$ cat src/rtl/magcmp_pkg.sv
package magcmp_pkg;
  localparam int SLICE_W = 4;

  typedef struct packed {
    logic gt;
    logic eq;
    logic lt;
  } cmpRes_t;
endpackage

$ cat src/rtl/magcmp_slice.sv
module magcmp_slice
  import magcmp_pkg::*;
(
  input  logic [SLICE_W-1:0] aNib,
  input  logic [SLICE_W-1:0] bNib,
  input  cmpRes_t            casIn,
  output cmpRes_t            resOut
);
  cmpRes_t fallThru;

  // all bit pairs equal: equal input dominates, else cross-inverted copy
  always_comb begin
    fallThru.eq = casIn.eq;
    fallThru.gt = ~casIn.eq & ~casIn.lt;
    fallThru.lt = ~casIn.eq & ~casIn.gt;
  end

  // scan from the most significant bit; first mismatch decides
  always_comb begin
    logic decided;
    decided = 1'b0;
    resOut  = fallThru;
    for (int b = SLICE_W - 1; b >= 0; b--) begin
      if (!decided && (aNib[b] != bNib[b])) begin
        decided   = 1'b1;
        resOut.gt = aNib[b];
        resOut.eq = 1'b0;
        resOut.lt = bNib[b];
      end
    end
  end
endmodule

$ cat src/rtl/magcmp_chain.sv
module magcmp_chain
  import magcmp_pkg::*;
#(
  parameter int WIDTH = 10
) (
  input  logic [WIDTH-1:0] opA,
  input  logic [WIDTH-1:0] opB,
  input  cmpRes_t          casIn,
  output cmpRes_t          resOut
);
  localparam int NSLICE = (WIDTH + SLICE_W - 1) / SLICE_W;
  localparam int PADW   = NSLICE * SLICE_W;

  logic [PADW-1:0] padA;
  logic [PADW-1:0] padB;
  cmpRes_t         link [NSLICE+1];

  assign padA    = PADW'(opA);
  assign padB    = PADW'(opB);
  assign link[0] = casIn;

  for (genvar s = 0; s < NSLICE; s++) begin : g_slice
    magcmp_slice slice_i (
      .aNib  (padA[s*SLICE_W +: SLICE_W]),
      .bNib  (padB[s*SLICE_W +: SLICE_W]),
      .casIn (link[s]),
      .resOut(link[s+1])
    );
  end

  assign resOut = link[NSLICE];
endmodule

$ cat src/rtl/magcmp_stage.sv
module magcmp_stage
  import magcmp_pkg::*;
#(
  parameter bit REG_OUT = 1'b1
) (
  input  logic    clk,
  input  logic    rstN,
  input  cmpRes_t resIn,
  output cmpRes_t resOut
);
  if (REG_OUT) begin : g_reg
    always_ff @(posedge clk or negedge rstN) begin
      if (!rstN) resOut <= '0;
      else       resOut <= resIn;
    end
  end else begin : g_comb
    assign resOut = resIn;
  end
endmodule

$ cat src/rtl/magcmp_top.sv
module magcmp_top
  import magcmp_pkg::*;
#(
  parameter int WIDTH   = 10,
  parameter bit REG_OUT = 1'b1
) (
  input  logic             clk,
  input  logic             rstN,
  input  logic [WIDTH-1:0] opA,
  input  logic [WIDTH-1:0] opB,
  input  logic             casGtIn,
  input  logic             casEqIn,
  input  logic             casLtIn,
  output logic             gtOut,
  output logic             eqOut,
  output logic             ltOut
);
  cmpRes_t casVec;
  cmpRes_t chainRes;
  cmpRes_t finalRes;

  assign casVec = '{gt: casGtIn, eq: casEqIn, lt: casLtIn};

  magcmp_chain #(.WIDTH(WIDTH)) chain_i (
    .opA   (opA),
    .opB   (opB),
    .casIn (casVec),
    .resOut(chainRes)
  );

  magcmp_stage #(.REG_OUT(REG_OUT)) stage_i (
    .clk   (clk),
    .rstN  (rstN),
    .resIn (chainRes),
    .resOut(finalRes)
  );

  assign gtOut = finalRes.gt;
  assign eqOut = finalRes.eq;
  assign ltOut = finalRes.lt;
endmodule

$ cat config.mk
export PLATFORM = sky130hd
export DESIGN_NAME = magcmp_top
export DESIGN_NICKNAME = d
export VERILOG_FILES = /design/src/rtl/magcmp_pkg.sv /design/src/rtl/magcmp_slice.sv /design/src/rtl/magcmp_chain.sv /design/src/rtl/magcmp_stage.sv /design/src/rtl/magcmp_top.sv
export SDC_FILE = /design/constraint.sdc
export NUM_CORES = 1
export LEC_CHECK = 0
export ABC_CLOCK_PERIOD_IN_PS = 800
export BUFFER_PORTS_ARGS = -buffer_cell sky130_fd_sc_hd__buf_2
export CELL_PAD_IN_SITES_DETAIL_PLACEMENT = 2
export CELL_PAD_IN_SITES_GLOBAL_PLACEMENT = 2
export CORE_UTILIZATION = 23
export DETAILED_ROUTE_END_ITERATION = 16
export PLACE_DENSITY_LB_ADDON = 0.1
export SYNTH_ARGS = -nofsm -noshare
export SYNTH_HDL_FRONTEND = slang
export SYNTH_SLANG_ARGS = --single-unit
$ cat constraint.sdc
create_clock -name clk -period 0.8 [get_ports clk]
set_input_delay 0.04 -clock clk [delete_from_list [all_inputs] [get_ports clk]]
set_output_delay 0.04 -clock clk [all_outputs]
set_load 0.02 [all_outputs]
; ---- Yosys cells after proc, flatten, opt, wreduce, memory -nomap -nowiden
; Cells that the tools add are included.
[totals]
latchBits = 0
mem_bits_rw = 0
n_memories = 0
in_bits = 25
register_bits = 3
romBits = 0
out_inout_bits = 3
[classes]
muxes = 17
reduce_logical = 14
eq_ne = 10
n_addsub = 0
n_shift = 0
div = 0
multipliers = 0
bitwise_logic = 15
magnitude_cmp = 0
[op_table]
columns = cell, count
row1 = $mux W3, 10
row2 = $ne A1 B1 Y1, 10
row3 = $not A1 Y1, 9
row4 = $logic_and A1 B1 Y1, 7
row5 = $logic_not A1 Y1, 7
row6 = $mux W1, 7
row7 = $and A1 B1 Y1, 6

; ---- Longest topological paths before layout
[logic_depth]
depth_word = 21
depth_mapped = 7
ltp_nobuf = 6

; ---- Modules after synthesis
; A second synthesis with hierarchy kept.
[hier_totals]
hier_cells = 73
area_unflattened_um2 = 555.5
[modules_own_cells]
columns = module, area_each_um2, n_inst, seq_area_each_um2, cells_each
row1 = magcmp_slice, 158.9, 3, 0.0, 23
row2 = magcmp_stage, 75.1, 1, 75.1, 3
row3 = magcmp_chain, 3.8, 1, 0.0, 1

; ---- Worst setup path after synthesis
; No wires, ideal clock.
[synth_path]
path_type = input to register
start = input casEqIn
end = register stage_i.resOut[0] (netlist bit)
slack_ns = -0.354
setup_time_ns = 0.133
arrival_ns = 1.021
required_ns = 0.667
cell_stages = 6
path_cell_list = nand2b_1 -> maj3_2 -> a31oi_1 -> a32oi_1 -> o21ai_1 -> o221ai_2
[synth_lines]
columns = item, line
row1 = "start, declared", magcmp_top.sv:12  ; input logic casEqIn,
row2 = "end signal, assigned", magcmp_stage.sv:14  ; else resOut <= resIn;
row3 = "end, declared", magcmp_stage.sv:9  ; output cmpRes_t resOut

==> metrics.txt <==
register bit total from synthesis 3; I/O Buffers 27; Top delay family on crit path compound AO/OA/AOI/OAI gates; Die W about 53 um; run status finished, violations left; root buf cell clkbuf_4; CP required 0.91 ns; H-tree depth 1; vias slightly above 800; MaxCap Viol Count 0; Synth area leader dfrtp_1; crit path max fanout 3; ys flop type dfrtp_1; Area Overhead vs Synth 94.6%; diode count 0; Final Max Tran Viols 0; Yosys warning total 0; CTS tree done; initial antenna violation count 0; Num CTS Buffers 3; post-synthesis cell type count 31; vias per inst about 5; number of synthesized flops with an enable pin 0; Area contributors post-synth dfrtp_1 13%, nand2b_1 9.4%, xnor2_1 7.3%; Max stage delay on crit path ~0.32 ns; row cnt 18; Synthesized Nets about 110; fin nets approximately 170; Routed WL roughly 2.3 mm; VDD IR-drop max roughly 610 uV; design area around 1200 um2; Hold WS between 0.1 and 0.15 ns; RSZ-0062 raised after global routing yes; Slew HR between 80% and 90%; most frequent cell after synthesis nand2b_1; gr usage total about 18%; min-delay worst type in2async; async set-reset flop share out of synthesis 100%; CP dominant cell by count o221ai_2; core region area 2480 um2; ratio of cells with drive above 1 in the final layout between 50% and 60%; Final WS setup -0.288 ns; Residual DRC 0; largest net degree at the start of global routing 7; Synth top cells by count 9 x nand2b_1, 8 x inv_1, 6 x nand2_1, 5 x nor2_1, 5 x xnor2_1; critical path startpoint category primary input; Syn Inst Count 82; maximum clock path buffer count 2; Yosys top cell area share about an eighth; Largest regs stage_i.resOut (3); kind of critical path in2reg; Worst EP arrival about 1.2 ns; Routed Antenna Nets 0; number of global-route vias before repair between 800 and 900; P_leak ~0.00055 uW; Final Hold Viols 0; max reg flops 3; CP max stage cell maj3_2; crit path cell chain buf_2 > nand2b_4 > maj3_2 > a31oi_2 > a32oi_2 > o221ai_2 > o221ai_2; failing checks negative setup slack; Starting Density roughly a quarter; Post-DP HPWL 2.00 mm; Mapped Avg Cell Area roughly 7.3 um2; area of the mapped netlist about 600 um2; Die H ~53 um; clk sinks 3; Slew @ Worst Pin approximately 0.29 ns; routed length per placed instance between 10 and 15 um; first-pass GRT wire length ~3.7 mm; placed cell areas 971 um2; Worst-path clk slew around 0.04 ns; crit end category flop; Boundary Pins 28; WP depth 7; min Tclk post-route ~1.1 ns; Power Density roughly 1000 nW/um2; Iteration-0 DRC Markers 9; final setup fails 3; global placer's final weighted congestion 0.776; Fmax a little over 900 MHz; WP buf/inv 1; most flop-heavy register stage_i.resOut; grt total ovfl 0; TritonRoute pass-1 iters 4; Tcrit/Tclk final 136%; DIE AREA around 2800 um2; Seq/Total Area, Yosys 12.5%
[cell families after synthesis]
logic type,Yosys count,share of synthesized area [%]
buf+inv,9,5.84
flops,3,12.5
simple gates,36,32.8
xor+xnor,8,12.9
fa+ha+maj,5,8.77
compound gates,21,27.1
[where the power goes]
group          total (uW)  switching, uW  internal (uW)  leakage (uW)
Combinational         700            327            373      0.000502
Sequential            177           8.38            169     0.0000363
Clock                 280           91.7            188     0.0000150
[stage by stage]
step | utilization, % | cells | TNS, ns | power, uW | setup slack (ns)
6_report | 47.1 | 169 | -0.717 | 1160 | -0.288
5_1_grt | 47.1 | 169 | -1.04 | 1240 | -0.400
3_3_place_gp | 39.2 | 162 | -1.50 | 728 | -0.569
4_1_cts | 43.7 | 168 | -0.745 | 1090 | -0.353
3_5_place_dp | 39.2 | 162 | -1.66 | 757 | -0.604
2_1_floorplan | - | 82 | -0.626 | 476 | -0.313
[what timing repair did]
action / in CTS / in global routing
setup buffers: 1 / 1
gates resized for setup: 11 / 17
endpoints found under the setup margin: 3 / 6
pin swaps: 10 / 8
hold buffers: 1 / 0
hold endpoints to repair: 3 / 0
[cells in the final DEF, fill, tap and decap left out]
cell	Yosys	routed
inv_1	8	8
clkbuf_4	0	3
o221ai_2	2	3
o31ai_4	0	1
a31oi_2	0	1
nand2_1	6	6
and3_1	2	2
o31ai_1	1	1
xnor2_2	1	4
o221ai_1	2	1
buf_2	0	21
nor2_4	0	1
o21ai_2	1	1
o21ai_1	1	3
nor2b_1	3	3
a21oi_1	4	4
o311ai_1	1	1
maj3_1	3	3
xnor2_4	0	1
or2_1	1	1
nand2b_4	0	3
and2_1	2	2
a32oi_2	0	2
o31a_1	1	1
nor2_1	5	4
xor2_1	2	2
dlygate4sd3_1	0	1
dfrtp_1	3	3
and2b_1	1	1
nor4b_4	0	1
nand4_1	2	2
o21ai_0	4	2
nand2b_1	9	6
buf_8	0	2
maj3_2	2	2
xnor2_1	5	1
buf_4	0	26
nand3_1	4	4
buf_6	0	4
clkbuf_1	0	1
[final cells by class]
type / instances / area (um2)
Clock buffer: 4 / 26.3
Sequential cell: 3 / 75.1
Tap cell: 30 / 37.5
Fill cell: 297 / 1310
Multi-Input combinational cell: 70 / 612
Inverter: 8 / 30.0
Timing Repair Buffer: 54 / 385
[path summary, 6_finish.rpt]
check	start	to	slack, ns
max	casEqIn	stage_i.resOut[0]$_DFF_PN0_	-0.29
min	rstN	stage_i.resOut[1]$_DFF_PN0_	0.13
max in group asynchronous	rstN	stage_i.resOut[2]$_DFF_PN0_	0.56
min in group clk	opA[8]	stage_i.resOut[2]$_DFF_PN0_	0.14
[per-layer routing]
layer	vias up	GRT usage [%]	wire [um]
met5	-	0	0
met4	0	5.26	21
met3	2	2.30	69
met2	17	36.3	1340
met1	394	18.9	909
li1	408	-	-
(Power assumes the default switching activity.)
